--- src/rtl/serial_match_pkg.sv ---
package serial_match_pkg;

    localparam int unsigned ST_W = 4;

    // Bit 0 of each code is the output flag; only the match state sets it.
    typedef enum logic [ST_W-1:0] {
        ST_EMPTY  = 4'b0000,
        ST_TAIL0  = 4'b0010,
        ST_TAIL1  = 4'b0100,
        ST_TAIL01 = 4'b0110,
        ST_TAIL10 = 4'b1000,
        ST_LOCK   = 4'b1010,
        ST_MATCH  = 4'b0111
    } rec_state_e;

    typedef struct packed {
        rec_state_e state;
    } rec_regs_t;

    localparam rec_regs_t REC_RESET = '{state: ST_EMPTY};

endpackage

--- src/rtl/serial_match_next.sv ---
module serial_match_next
    import serial_match_pkg::*;
(
    input  rec_regs_t regs_q,
    input  logic      rst_i,
    input  logic      data_i,
    output rec_regs_t regs_d
);

    always_comb begin
        regs_d = regs_q;
        if (rst_i) begin
            regs_d = REC_RESET;
        end else begin
            unique case (regs_q.state)
                ST_EMPTY:  regs_d.state = data_i ? ST_TAIL1  : ST_TAIL0;
                ST_TAIL0:  regs_d.state = data_i ? ST_TAIL01 : ST_TAIL0;
                ST_TAIL01: regs_d.state = data_i ? ST_TAIL1  : ST_MATCH;
                ST_MATCH:  regs_d.state = data_i ? ST_TAIL01 : ST_LOCK;
                ST_TAIL1:  regs_d.state = data_i ? ST_TAIL1  : ST_TAIL10;
                ST_TAIL10: regs_d.state = data_i ? ST_TAIL01 : ST_LOCK;
                ST_LOCK:   regs_d.state = ST_LOCK;
                default:   regs_d.state = ST_EMPTY;
            endcase
        end
    end

endmodule

--- src/rtl/serial_match_reg.sv ---
module serial_match_reg
    import serial_match_pkg::*;
(
    input  logic      clk_i,
    input  rec_regs_t regs_d,
    output rec_regs_t regs_q
);

    always_ff @(posedge clk_i) begin
        regs_q <= regs_d;
    end

endmodule

--- src/rtl/serial_match_lockout.sv ---
module serial_match_lockout
    import serial_match_pkg::*;
(
    input  logic clk_i,
    input  logic rst_i,
    input  logic data_i,
    output logic match_o
);

    rec_regs_t regs_d;
    rec_regs_t regs_q;

    serial_match_next next_i (
        .regs_q (regs_q),
        .rst_i  (rst_i),
        .data_i (data_i),
        .regs_d (regs_d)
    );

    serial_match_reg reg_i (
        .clk_i  (clk_i),
        .regs_d (regs_d),
        .regs_q (regs_q)
    );

    // Flag taken straight from the state register.
    assign match_o = regs_q.state[0];

    assert_reset_clears_R1: assert property (@(posedge clk_i)
        rst_i |=> (regs_q.state == ST_EMPTY && !match_o))
        else $error("R1 reset did not clear");

    assert_match_needs_zero_R2: assert property (@(posedge clk_i) disable iff (rst_i)
        (match_o && !$past(rst_i)) |-> !$past(data_i))
        else $error("R2 flag without a final 0");

    assert_overlap_R3: assert property (@(posedge clk_i) disable iff (rst_i)
        (regs_q.state == ST_MATCH && data_i) |=> (regs_q.state == ST_TAIL01))
        else $error("R3 overlap path broken");

    assert_lock_entry_R4: assert property (@(posedge clk_i) disable iff (rst_i)
        (regs_q.state == ST_MATCH && !data_i) |=> (regs_q.state == ST_LOCK))
        else $error("R4 lockout not entered");

    assert_lock_sticky_R4: assert property (@(posedge clk_i) disable iff (rst_i)
        (regs_q.state == ST_LOCK) |=> (regs_q.state == ST_LOCK && !match_o))
        else $error("R4 lockout left without reset");

    assert_first_bits_R7: assert property (@(posedge clk_i) disable iff (rst_i)
        (regs_q.state == ST_EMPTY) |=> !match_o)
        else $error("R7 flag after one bit");

endmodule

--- config.mk ---
export PLATFORM = sky130hd
export DESIGN_NAME = serial_match_lockout
export DESIGN_NICKNAME = d
export VERILOG_FILES = /design/src/rtl/serial_match_pkg.sv /design/src/rtl/serial_match_next.sv /design/src/rtl/serial_match_reg.sv /design/src/rtl/serial_match_lockout.sv
export SDC_FILE = /design/constraint.sdc
export NUM_CORES = 1
export LEC_CHECK = 0
export BUFFER_PORTS_ARGS = -buffer_cell sky130_fd_sc_hd__buf_2
export CAP_MARGIN = 40
export CELL_PAD_IN_SITES_DETAIL_PLACEMENT = 1
export CELL_PAD_IN_SITES_GLOBAL_PLACEMENT = 1
export CORE_AREA = 2 2 39 41
export CTS_CLUSTER_DIAMETER = 40
export CTS_CLUSTER_SIZE = 25
export DETAILED_ROUTE_END_ITERATION = 10
export DIE_AREA = 0 0 41 43
export MAX_ROUTING_LAYER = met4
export PLACE_DENSITY_LB_ADDON = 0.08
export SLEW_MARGIN = 20
export SYNTH_ARGS = -nofsm -noshare
export SYNTH_HDL_FRONTEND = slang
export SYNTH_SLANG_ARGS = --single-unit
--- constraint.sdc ---
create_clock -name clk_i -period 1.9 [get_ports clk_i]
set_input_delay 0.285 -clock clk_i [delete_from_list [all_inputs] [get_ports clk_i]]
set_output_delay 0.285 -clock clk_i [all_outputs]
set_load 0.01 [all_outputs]
==> results of run 1 <==
==> synthesized netlist by cell type <==
master     count
o2bb2a_2       1
nor4_1         1
nand2b_1       4
a211oi_1       1
o21ai_0        1
a21oi_1        1
nor3_1         1
dfxtp_1        4
a21o_1         1
nor2_1         1
inv_1          2
a31oi_1        1
nand4_1        1
or2b_2         1
nor2b_1        1
a2bb2oi_1      1
o2bb2ai_2      1
==> report_power, final <==
group	switching [mW]	leakage (nW)	total, mW	internal [mW]
Sequential	0.00813	0.0329	0.0985	0.0903
Clock	0.0350	0.0138	0.106	0.0707
Combinational	0.0158	0.0535	0.0312	0.0154
Total	0.0589	0.100	0.235	0.176
==> cell type report <==
class                      instances  area [um2]  share of cell area (%)
clock buffer                       3        22.5                    8.26
tap                               16        20.0                    7.34
sequential                         4        80.1                    29.4
timing repair buffer               3        15.0                    5.50
multi-input combinational         18         128                    46.8
inverter                           2        7.51                    2.75
==> logic make-up after synthesis <==
family | share of synthesized area, %
and+or+nand+nor | 28.5
AOI/OAI and AO/OA | 30.8
DFF | 37.2
buffers and inverters | 3.49
==> worst max-delay path by stage <==
stage | startpoint | to
after floorplan | reg_i.regs_q[0] | reg_i.regs_q[3]
after global placement | data_i | reg_i.regs_q[3]
after detailed placement | data_i | reg_i.regs_q[3]
after CTS | reg_i.regs_q[0] | match_o
after global routing | reg_i.regs_q[0] | match_o
final | reg_i.regs_q[0] | match_o
==> stage by stage <==
step / total power [mW] / std cells
final: 0.235 / 46
after global routing: 0.253 / 46
after CTS: 0.243 / 46
after detailed placement: 0.132 / 43
after global placement: 0.132 / 43
after floorplan: 0.120 / 24
==> routing by layer <==
metal	part of all wire [%]	vias to the layer above	wire (um)	global-route usage (%)
met5	0	-	0	-
met4	0.97	0	5	8.00
met3	5.4	2	28	6.28
met2	50	4	257	10.6
met1	44	93	226	7.99
li1	-	101	-	-
==> impl_metrics.yaml, run 1 <==
synth:
  synth_top_area_share_pct: 37.2
  synth_cell_type_count: 17
  yosys.area.top_type: "dfxtp_1"
  syn_area_um2: 215
  syn-num-nets: 27
  synthTopCellsByArea: "dfxtp_1 37%, nand2b_1 12%, o2bb2ai_2 7.0%, o2bb2a_2 5.2%, a2bb2oi_1 4.1%"
  synth-seq-area-share_pct: 37.2
  avgSynthCellArea_um2: 8.97
  ys_ff_latch: 4
  yosys_warnings: 0
  netlist_instances: 24
clock_network:
  htreeDepth: 1
  hold_buffers: 0
  cts_tree: "built"
  cts.repair.resized: 0
  clk_latency_ns: 0.24
  post_cts_buffers: 0
  path_clk_slew_ns: 0.04
  cts_buffer_depth: 2
  root_buffer: "clkbuf_4"
  cts.sinks: 4
  cts_buffers: 3
floorplanning:
  boundaryPins: 4
  die_h_um: 43
  design.core.area_mm2: 0.00138
  num_rows: 14
  start_util_pct: 15.6
  die_area_mm2: 0.00176
  die_width_um: 41
global_route:
  grt_use_total_pct: 8.52
  grt_pass1_wl_um: 841
  antenna_found_initial: 0
  grt_max_degree: 7
  grt_pass1_vias: 215
  gr-total-overflow: 0
placed_design:
  hpwl_um: 427
  dpl-instance-area_um2: 250
  io_buffers: 3
  place_congestion: 0.706
  dpl_worst_slack_ns: 0.884
final_layout:
  layout.cells.most_common_list: "4 x nand2b_1, 4 x dfxtp_1, 3 x clkbuf_4, 3 x buf_2, 2 x inv_1"
  drive_gt1_share_pct: 30.0
  top_regs: "reg_i.regs_q (4)"
  largest_reg_flops: 4
  final_area_um2: 273
  area_growth_pct: 26.7
  nFillCells: 161
  fin_util_pct: 19.7
  top_register: "reg_i.regs_q"
  diodes: 0
  fin_nets: 35
worst_setup_path:
  worstPathRequired_ns: 1.62
  cp-start-kind: "flip-flop"
  crit_type: "reg -> out"
  critPathMaxFanout: 6
  r2r_start: "reg_i.regs_q[2]"
  critPathMaxStageDelay_ns: 0.40
  cpMaxStageDelayCell: "dfxtp_1"
  path_depth: 1
  reg2regPathDepth: 3
  path_buf_inv: 1
  r2r_end: "reg_i.regs_q[3]"
  path_cells: "buf_2"
  critPathTopFamily: "flip-flops"
  cp-end-kind: "output pin"
  crit_arrival_ns: 0.80
  regToRegSetupSlack_ns: 0.92
detailed_routing:
  first_iter_violations: 3
  ant_nets: 0
  dr.pass1.iters: 2
  wl_um: 517
  viasPerCell: 4.35
  vias: 200
  wl_per_cell_um: 11.2
  drc: 0
sta:
  slew_viol_final: 0
  post-route-period-util_pct: 57.2
  finalSetupTns_ns: 0
  holdWs_ns: 0.266
  max_freq_mhz: 919
  setup_viol: 0
  period_needed_ns: 1.09
  hold_violations: 0
  fin_skew_ns: 0.00316
  worstMarginPinSlew_ns: 0.224
  relSlewSlack_pct: 84.9
  fin_ws_ns: 0.812
  rsz0062_at_grt: "false"
worst_hold_path:
  hp-class: "in -> reg"
  worstHoldStart: "rst_i"
  holdPathStages: 2
  whs_endpoint: "reg_i.regs_q[2]"
outcome:
  status: "finished, final reports clean"
run:
  cap_violations: 0
power_and_ir_drop:
  p_leak_nw: 0.100
  power_density_mw_per_mm2: 863
  vdd_drop_max_v: 0.000222
Power figures use the tool's default switching activity.
==> run 2: changes to the inputs <==
==> constraint.sdc (replaced) <==
create_clock -name clk_i -period 1.1 [get_ports clk_i]
set_input_delay 0.165 -clock clk_i [delete_from_list [all_inputs] [get_ports clk_i]]
set_output_delay 0.165 -clock clk_i [all_outputs]
set_load 0.01 [all_outputs]
==> run 2 against run 1 <==
- first-iteration DRC count grew 33%
- setup slack lost 0.69 ns
- power grew 69%
- via count shrank 6.0%
- clock skew shrank 0.0025 ns
- combinational power grew 72%
- sequential cell count is the same
- routed wire length shrank 10%
- hold slack lost 0.13 ns
- non-clock buffer count is the same
- global-route usage shrank 1.2 points
- largest cell class unchanged
==> impl_metrics.yaml, run 2 (synthesis gave the netlist of run 1 again) <==
detailed_routing:
  dr.pass1.iters: 4
  first_iter_violations: 4
  wl_per_cell_um: 10.1
  viasPerCell: 4.09
  ant_nets: 0
  vias: 188
  wl_um: 465
  drc: 0
floorplanning:
  boundaryPins: 4
  start_util_pct: 15.6
  num_rows: 14
  die_area_mm2: 0.00176
  die_width_um: 41
  design.core.area_mm2: 0.00138
  die_h_um: 43
run:
  cap_violations: 0
global_route:
  grt_pass1_vias: 218
  antenna_found_initial: 0
  grt_use_total_pct: 7.30
  grt_pass1_wl_um: 821
  grt_max_degree: 7
  gr-total-overflow: 0
sta:
  fin_skew_ns: 0.000639
  setup_viol: 0
  holdWs_ns: 0.137
  rsz0062_at_grt: "false"
  worstMarginPinSlew_ns: 0.233
  finalSetupTns_ns: 0
  post-route-period-util_pct: 89.1
  max_freq_mhz: 1020
  period_needed_ns: 0.980
  relSlewSlack_pct: 84.3
  slew_viol_final: 0
  hold_violations: 0
final_layout:
  largest_reg_flops: 4
  drive_gt1_share_pct: 30.0
  diodes: 0
  top_register: "reg_i.regs_q"
  regArea_um2: 80.1
  area_growth_pct: 26.7
  multi_input_comb_area_um2: 128
  fin_nets: 35
  top_regs: "reg_i.regs_q (4)"
  layout.cells.most_common_list: "4 x nand2b_1, 4 x dfxtp_1, 3 x clkbuf_4, 3 x buf_2, 2 x inv_1"
  nFillCells: 172
  layoutNonFillerInstCount: 46
worst_setup_path:
  r2r_start: "reg_i.regs_q[0]"
  r2r_end: "reg_i.regs_q[1]"
  worstPathRequired_ns: 1.24
  cp-end-kind: "flip-flop"
  critPathMaxFanout: 6
  regToRegSetupSlack_ns: 0.12
  crit_type: "reg -> reg"
  crit_arrival_ns: 1.12
  reg2regPathDepth: 3
  cp-start-kind: "flip-flop"
clock_network:
  clk_latency_ns: 0.23
  cts_buffer_depth: 2
  htreeDepth: 1
  post_cts_buffers: 0
  cts_buffers: 3
  root_buffer: "clkbuf_4"
  cts.repair.resized: 0
  hold_buffers: 0
  path_clk_slew_ns: 0.04
  cts.sinks: 4
  cts_tree: "built"
power_and_ir_drop:
  p_leak_nw: 0.100
  power_density_mw_per_mm2: 1460
  vdd_drop_max_v: 0.000632
worst_hold_path:
  hp-class: "in -> reg"
  whs_endpoint: "reg_i.regs_q[2]"
  holdPathStages: 2
  worstHoldStart: "rst_i"
placed_design:
  place_congestion: 0.670
  placed_cells: 43
  hpwl_um: 395
  io_buffers: 3
outcome:
  status: "finished, final reports clean"
==> run 2: cell type report <==
type / instances / area share (%)
Tap cell: 16 / 7.34
Sequential cell: 4 / 29.4
Timing Repair Buffer: 3 / 5.50
Clock buffer: 3 / 8.26
Multi-Input combinational cell: 18 / 46.8
Inverter: 2 / 2.75
==> run 2: worst max-delay path by stage <==
stage	endpoint	start	slack [ns]
CTS	reg_i.regs_q[1]	reg_i.regs_q[0]	0.1
floorplan	reg_i.regs_q[3]	reg_i.regs_q[0]	0.19
global placement	reg_i.regs_q[3]	reg_i.regs_q[2]	0.13
detailed placement	reg_i.regs_q[1]	reg_i.regs_q[0]	0.11
finish	reg_i.regs_q[1]	reg_i.regs_q[0]	0.12
global route	reg_i.regs_q[1]	reg_i.regs_q[0]	0.02
==> run 2: where the power goes <==
group,internal [mW],total [mW],switching [mW]
sequential,0.156,0.169,0.0132
clock,0.122,0.174,0.0526
combinational,0.0265,0.0537,0.0272
==> run 2: worst max-delay path, cell delays in order, from the launching register on <==
cell and delay (ns):
dfxtp_1 0.41, nand2b_1 0.16, a31oi_1 0.09, a211oi_1 0.23
==> run 2: per-layer routing <==
metal	global-route usage [%]	vias to the layer above	wire, um	share of wire [%]
met4	4.00	0	0	0
met2	10.6	2	224	48
met1	8.04	86	227	49
met5	-	-	0	0
li1	-	100	-	-
met3	3.14	0	13	2.8
==> run 2: through the flow <==
stage / instance area, um2 / utilization [%] / setup slack (ns) / power, mW
final: 273 / 19.7 / 0.120 / 0.397
after global routing: 273 / 19.7 / 0.0158 / 0.428
after CTS: 273 / 19.7 / 0.0959 / 0.409
after detailed placement: 250 / 18.1 / 0.111 / 0.226
after global placement: 250 / 18.1 / 0.129 / 0.226
after floorplan: 215 / - / 0.193 / 0.208
